[config.mk]
export PLATFORM = sky130hd
export DESIGN_NAME = mac_range_expander
export DESIGN_NICKNAME = d
export VERILOG_FILES = /design/src/rtl/mac_exp_pkg.sv /design/src/rtl/mac_fetch_seq.sv /design/src/rtl/mac_flag_eval.sv /design/src/rtl/mac_query_unit.sv /design/src/rtl/mac_range_expander.sv
export SDC_FILE = /design/constraint.sdc
export NUM_CORES = 1
export LEC_CHECK = 0
export ABC_AREA = 0
export CAP_MARGIN = 20
export CORE_UTILIZATION = 44
export DETAILED_ROUTE_END_ITERATION = 8
export PLACE_DENSITY = 0.71
export SLEW_MARGIN = 0
export SYNTH_ARGS = -nofsm -noshare
export SYNTH_HDL_FRONTEND = slang
export SYNTH_SLANG_ARGS = --single-unit
export TNS_END_PERCENT = 100
[constraint.sdc]
create_clock -name clk -period 2.1 [get_ports clk]
set_clock_uncertainty 0.15 [all_clocks]
set_input_delay 0.315 -clock clk [delete_from_list [all_inputs] [get_ports clk]]
set_output_delay 0.315 -clock clk [all_outputs]
set_load 0.01 [all_outputs]
[src/rtl/mac_exp_pkg.sv]
package mac_exp_pkg;
    localparam int BYTE_W    = 8;
    localparam int MAC_OCTS  = 6;

    typedef enum logic {
        ST_FETCH = 1'b0,
        ST_READY = 1'b1
    } fetch_st_e;
endpackage

[src/rtl/mac_fetch_seq.sv]
module mac_fetch_seq
    import mac_exp_pkg::*;
#(
    parameter int DW = BYTE_W,
    parameter int NB = MAC_OCTS,
    localparam int NF = NB + 1,
    localparam int AW = $clog2(NF),
    localparam int MW = NB * DW
) (
    input  logic          clk,
    input  logic          rst_n,
    output logic          rd_req,
    output logic [AW-1:0] rd_addr,
    input  logic          rd_ack,
    input  logic [DW-1:0] rd_data,
    output logic          done,
    output logic [MW-1:0] base,
    output logic [DW-1:0] count
);
    typedef struct packed {
        fetch_st_e     st;
        logic [AW-1:0] ptr;
        logic [MW-1:0] base;
        logic [DW-1:0] cnt;
    } fs_t;

    fs_t s_d, s_q;

    always_comb begin
        s_d = s_q;
        if (s_q.st == ST_FETCH && rd_ack) begin
            if (s_q.ptr < AW'(NB)) begin
                s_d.base[MW-1-int'(s_q.ptr)*DW -: DW] = rd_data;
            end else begin
                s_d.cnt = rd_data;
            end
            if (s_q.ptr == AW'(NF-1)) begin
                s_d.st = ST_READY;
            end else begin
                s_d.ptr = s_q.ptr + AW'(1);
            end
        end
    end

    always_ff @(posedge clk) begin
        if (!rst_n) begin
            s_q <= '{st: ST_FETCH, ptr: '0, base: '0, cnt: '0};
        end else begin
            s_q <= s_d;
        end
    end

    assign rd_req  = (s_q.st == ST_FETCH);
    assign rd_addr = s_q.ptr;
    assign done    = (s_q.st == ST_READY);
    assign base    = s_q.base;
    assign count   = s_q.cnt;
endmodule

[src/rtl/mac_flag_eval.sv]
module mac_flag_eval
    import mac_exp_pkg::*;
#(
    parameter int DW = BYTE_W,
    parameter int NB = MAC_OCTS,
    localparam int MW = NB * DW
) (
    input  logic          done,
    input  logic [MW-1:0] base,
    input  logic [DW-1:0] count,
    output logic          unprog,
    output logic          wrap
);
    logic [DW:0] span_end;

    always_comb begin
        span_end = {1'b0, base[DW-1:0]} + {1'b0, count} - (DW+1)'(1);
        unprog   = done && (&base);
        wrap     = done && (|count) && span_end[DW];
    end
endmodule

[src/rtl/mac_query_unit.sv]
module mac_query_unit
    import mac_exp_pkg::*;
#(
    parameter int DW = BYTE_W,
    parameter int NB = MAC_OCTS,
    localparam int MW = NB * DW
) (
    input  logic          clk,
    input  logic          rst_n,
    input  logic          ready,
    input  logic          q_valid,
    input  logic [DW-1:0] q_index,
    input  logic [MW-1:0] base,
    input  logic [DW-1:0] count,
    output logic          mac_valid,
    output logic [MW-1:0] mac_out,
    output logic          idx_err
);
    typedef struct packed {
        logic          vld;
        logic          err;
        logic [MW-1:0] mac;
    } qa_t;

    qa_t a_d, a_q;

    always_comb begin
        a_d = '{vld: 1'b0, err: 1'b0, mac: '0};
        if (ready && q_valid) begin
            a_d.vld = 1'b1;
            if (q_index < count) begin
                a_d.mac = {base[MW-1:DW], base[DW-1:0] + q_index};
            end else begin
                a_d.err = 1'b1;
            end
        end
    end

    always_ff @(posedge clk) begin
        if (!rst_n) begin
            a_q <= '{vld: 1'b0, err: 1'b0, mac: '0};
        end else begin
            a_q <= a_d;
        end
    end

    assign mac_valid = a_q.vld;
    assign mac_out   = a_q.mac;
    assign idx_err   = a_q.err;
endmodule

[src/rtl/mac_range_expander.sv]
module mac_range_expander
    import mac_exp_pkg::*;
#(
    parameter int DW = BYTE_W,
    parameter int NB = MAC_OCTS,
    localparam int AW = $clog2(NB + 1),
    localparam int MW = NB * DW
) (
    input  logic          clk,
    input  logic          rst_n,
    output logic          rd_req,
    output logic [AW-1:0] rd_addr,
    input  logic          rd_ack,
    input  logic [DW-1:0] rd_data,
    input  logic          q_valid,
    input  logic [DW-1:0] q_index,
    output logic          ready,
    output logic          mac_valid,
    output logic [MW-1:0] mac_out,
    output logic          idx_err,
    output logic          unprog,
    output logic          wrap
);
    logic [MW-1:0] base_w;
    logic [DW-1:0] count_w;

    mac_fetch_seq #(.DW(DW), .NB(NB)) u_fetch (
        .clk     (clk),
        .rst_n   (rst_n),
        .rd_req  (rd_req),
        .rd_addr (rd_addr),
        .rd_ack  (rd_ack),
        .rd_data (rd_data),
        .done    (ready),
        .base    (base_w),
        .count   (count_w)
    );

    mac_flag_eval #(.DW(DW), .NB(NB)) u_flags (
        .done   (ready),
        .base   (base_w),
        .count  (count_w),
        .unprog (unprog),
        .wrap   (wrap)
    );

    mac_query_unit #(.DW(DW), .NB(NB)) u_query (
        .clk       (clk),
        .rst_n     (rst_n),
        .ready     (ready),
        .q_valid   (q_valid),
        .q_index   (q_index),
        .base      (base_w),
        .count     (count_w),
        .mac_valid (mac_valid),
        .mac_out   (mac_out),
        .idx_err   (idx_err)
    );
endmodule

* After elaboration in Yosys (flattened, before gate mapping)
Cells that the tools add are included.
** Word-level totals
- Flip-flop bits (word level) :: 110
- Input port bits :: 20
- Output and inout bits :: 57
- Word-level logic and storage cells :: 38
** Cells by class
- Add/subtract/negate cells :: 6
- Order comparisons :: 2
- Equal/unequal tests :: 1
- Shift-type cells :: 2
- Muxes and demuxes :: 4
- Bitwise gates (word level) :: 3
- Reduce and logical (&&, ||, !) cells :: 13
** Operators by type and width (number)
- $shift 8x33->55 const A :: 1
- $shiftx 8x33->55 :: 1
- $mux 50 :: 1
- $bwmux 48 :: 1
- $mux 48 :: 1
- $reduce_and 48->1 :: 1
- $neg 32->33 :: 1
- $reduce_and 2->1 :: 5
- $add 8x8->9 :: 1
- $sub 9x1->9 const B :: 1
- $add 8x8->8 :: 1
- $lt 8x8->1 :: 1
- $reduce_or 8->1 :: 1
- $sub 6x6->7 const A :: 1
- $logic_and 1x1->1 :: 5
- $add 3x1->3 const B :: 1
- $eq 3x3->1 const B :: 1
- $lt 3x3->1 const B :: 1
- $not 1->1 :: 3
- $reduce_and 3->1 :: 1
- $mux 1 :: 1

* Logic depth before layout (Yosys ltp)
- Depth after elaboration :: 4
- Mapped depth :: 9
- Gate-level depth less buffers :: 9

* By module
A second synthesis with hierarchy kept.
** Second synthesis, totals
- Cells, all modules :: 487
- Area, all modules :: 4718.3 µm²
** By module, submodules not included
- mac_fetch_seq :: times used 1, cells each 241, area an instance 2392.3 µm², seq. area each 1201.2 µm²
- mac_query_unit :: times used 1, cells each 173, area an instance 1865.5 µm², seq. area each 1001.0 µm²
- mac_flag_eval :: times used 1, cells each 73, area an instance 460.4 µm², seq. area each 0.0 µm²

* Worst setup path after synthesis
OpenSTA, ideal clock, no wires.
- Kind :: reg2out
- Start :: reg u_fetch.s_q (netlist bit u_fetch.base[7])
- End :: out wrap
- Data arrival time :: 1782 ps
- Required time :: 1635 ps
- Slack :: -147 ps
- Stages on the path, launching flop included :: 10
- Path buffers :: 0
- Cells stage by stage :: dfxtp_1 -> inv_1 -> ha_1 -> inv_1 -> ha_1 -> nand2_1 -> nor3_1 -> a21oi_1 -> xor2_1 -> a211oi_1
** Between the ends
- Cells in the longest elaborated chain, start to end :: 3
** Ends and longest elaborated chain
- from (decl) :: line mac_fetch_seq.sv:27 : fs_t s_d, s_q;
- from (signal assigned) :: line mac_fetch_seq.sv:47 : s_q <= '{st: ST_FETCH, ptr: '0, base: '0, cnt: '0};
- $add 8x8->9 :: line mac_flag_eval.sv:17 : span_end = {1'b0, base[DW-1:0]} + {1'b0, count} - (DW+1)'(1);
- $sub 9x1->9 :: line mac_flag_eval.sv:17
- $logic_and 1x1->1 :: line mac_flag_eval.sv:19 : wrap = done && (|count) && span_end[DW];
- to (decl) :: line mac_range_expander.sv:22 : output logic wrap
Every way passes these cells.

* Final worst setup path
Same ends and word-level chain as after synthesis.

==> impl_metrics.yaml <==
floorplan:
  rows: 37
  io_pins: 77
  die_h_microns: 104.7
  start_util_pct: 45.15
  core_area_sq_um: 10280
  die_area_sq_um: 10960
  die_x_microns: 104.7
critical_path:
  reg2reg_slack_ns: 0
  worst_ep_required_time_ns: 1.63
  path_max_fanout: 2
  critPathLaunchType: "flop"
  crit_type: "reg -> out"
  arrival_ns: 2.14
  crit_path_end_kind: "output port"
grt:
  antenna_found_initial: 0
  track_usage_pct: 21.20
  grt_overflow: 0
  grt_start_max_net_pins: 61
  grt_pass1_wl_microns: 18260
  grt_pass1_vias: 3788
sta:
  setup_ws_ns: -0.5001
  worstMarginPinSlew_ns: 0.4817
  max-slew-margin-rel_pct: 67.82
  finalHoldViolCount: 0
  setup_viol: 3
  fin_crit_ns: 2.600
  final.setup.tns_ns: -0.6643
  rsz0062_at_grt: "true"
  max_freq_mhz: 384.6
  slew_violations: 0
  fin_crit_sh_pct: 123.8
cells_and_area:
  drive_gt1_share_pct: 33.71
  num_antenna_cells: 0
  final_cell_mix: "dfxtp_1, buf_4, clkdlybuf4s50_1"
  regArea_sq_um: 2216
  fill_cells: 824
  multiInputGateArea_sq_um: 2482
  layout_commonest_cell: "dfxtp_1"
  fin_nets: 672
  area_growth_pct: 46.91
pwr:
  pwr-share-clk_pct: 33.9
  peakVddDrop_mv: 0.4315
  p_leak_nw: 3.063
  power.switching_mw: 0.9657
  switching_share_pct: 24.94
  cellPowerDensity_nw_per_um2: 568.0
  seqPwrFrac_pct: 55.3
  internal_power_mw: 2.907
  comb_power_share_pct: 10.8
synth:
  synth_top_cell_by_area: "dfxtp_1"
  synth_flop_cell: "dfxtp_1"
  synth_nets: 494
  synth_area_leaders: "dfxtp_1, mux2i_1, ha_1"
  syn_area_per_cell_sq_um: 10.48
  async_flop_share_pct: 0
  synth_edf_count: 0
  ys_ff_latch: 110
  syn-instance-count: 443
  ys_seq_area_share_pct: 47.45
  ys_warn_count: 0
  syn_area_sq_um: 4641
  synth_top_area_share_pct: 47.45
  synth.distinct_cells: 42
drt:
  drt_iter0_markers: 157
  vias: 3751
  wl_microns: 12100
  drc: 0
  wl_per_cell_microns: 15.88
  ant_nets: 0
  viasPerCell: 4.923
  drtPass1Iterations: 4
run_status:
  violations: "setup timing"
  status: "finished with violations"
clocking:
  cts_hold_buf: 0
  path_clk_slew_ns: 0.10
  cts_tree: "yes"
  clock_latency_ns: 0.37
  cts_root_buffer: "clkbuf_8"
  cts_made_buffers: 9
  ctsLongestPathBuffers: 2
  cts_max_level: 3
  clock-sinks: 110
hold_path:
  hp-class: "reg -> reg"
flow_run:
  drv_cap: 0
place:
  gp_congestion: 0.8047
  io_buffers: 76
  pre_cts_ws_ns: -0.6117
  dp_hpwl_microns: 8071
[area by class of cell]
| class | count | area share (%) |
|---|---|---|
| Clock inverter | 7 | 1.175 |
| Timing Repair Buffer | 180 | 24.00 |
| Clock buffer | 9 | 1.817 |
| Multi-Input combinational cell | 291 | 36.41 |
| Tap cell | 136 | 2.496 |
| Sequential cell | 110 | 32.50 |
| Inverter | 29 | 1.597 |
[stage by stage]
step / total power [mW] / cell area, sq um / util (%) / hold slack [ns] / instances
2_1_floorplan: 2.381 / 4647 / - / 0.3016 / 443
3_3_place_gp: 2.560 / 6220 / 60.52 / 0.3291 / 733
3_5_place_dp: 2.572 / 6220 / 60.52 / 0.3317 / 733
4_1_cts: 3.872 / 6576 / 63.99 / 0.3578 / 752
5_1_grt: 4.009 / 6818 / 66.34 / 0.3890 / 762
6_report: 3.873 / 6818 / 66.34 / 0.3610 / 762
[path summary, 6_finish.rpt]
path,endpoint,cells past startpoint,from
setup / recovery,wrap,10,u_fetch.base[7]
hold reg to reg,u_fetch.base[10],2,u_fetch.base[10]
setup reg to reg,u_query.mac_out[23],10,u_fetch.count[4]
hold / removal,u_fetch.base[10],2,u_fetch.base[10]
[cell families after synthesis]
logic type                 count (synthesis)  synth area share, %
buffers and inverters                     42                3.855
xor gates and xnor gates                   7                1.321
adders and majority gates                 31                8.520
muxes                                     54                11.65
and+or+nand+nor                          164                22.11
AOI/OAI and AO/OA                         35                5.096
DFF                                      110                47.45
[registers in the layout, summed over array words and instances (netlist names)]
register / cells
u_fetch.base: 48
u_fetch.count: 8
u_fetch.done: 1
u_fetch.rd_addr: 3
u_query.idx_err: 1
u_query.mac_out: 48
u_query.mac_valid: 1
[per-layer routing]
layer  routed length, microns  vias up  part of all wire, %  global-route usage, %
met1                     5580     1812                   46                  26.53
met5                        0        -                    0                      0
met3                      310       22                  2.6                  3.618
li1                         -     1842                    -                      -
met2                     5898       75                   49                  37.37
met4                      311        0                  2.6                  5.936
[worst max-delay path, cell delays in order, from the launching register on]
cell and delay [ns]:
dfxtp_2 0.35, inv_2 0.05, ha_4 0.26, inv_2 0.04, ha_4 0.28, nand2_4 0.06
nor3_4 0.19, a21oi_2 0.08, xor2_1 0.15, a211oi_2 0.15, buf_2 0.16
[synthesized netlist by cell type, types with 5 or more instances]
master and count:
and2_1 21, nor2b_1 60, inv_1 29, ha_1 30, o21ai_0 8, nor2_1 7, nand4_1 11, and2_2 26
a21oi_1 8, nand2_1 11, a211oi_1 5, clkbuf_1 8, mux2i_1 54, nand3_1 6, dfxtp_1 110
[power by group through the flow]
stage               Combinational [mW]  Sequential, mW  Clock (mW)
detailed placement               0.383            2.19           0
CTS                              0.397            2.14        1.33
finish                           0.418            2.14        1.31
global placement                 0.373            2.19           0
global route                     0.453            2.15        1.41
floorplan                        0.189            2.19           0
[what timing repair did]
action                                  CTS  global route
setup buffers                             3             5
gates resized for setup                  45            28
endpoints found under the setup margin    5            46
pin swaps                                16            12
gates cloned                              0             5
No activity file was read; power rests on OpenSTA's default activity.
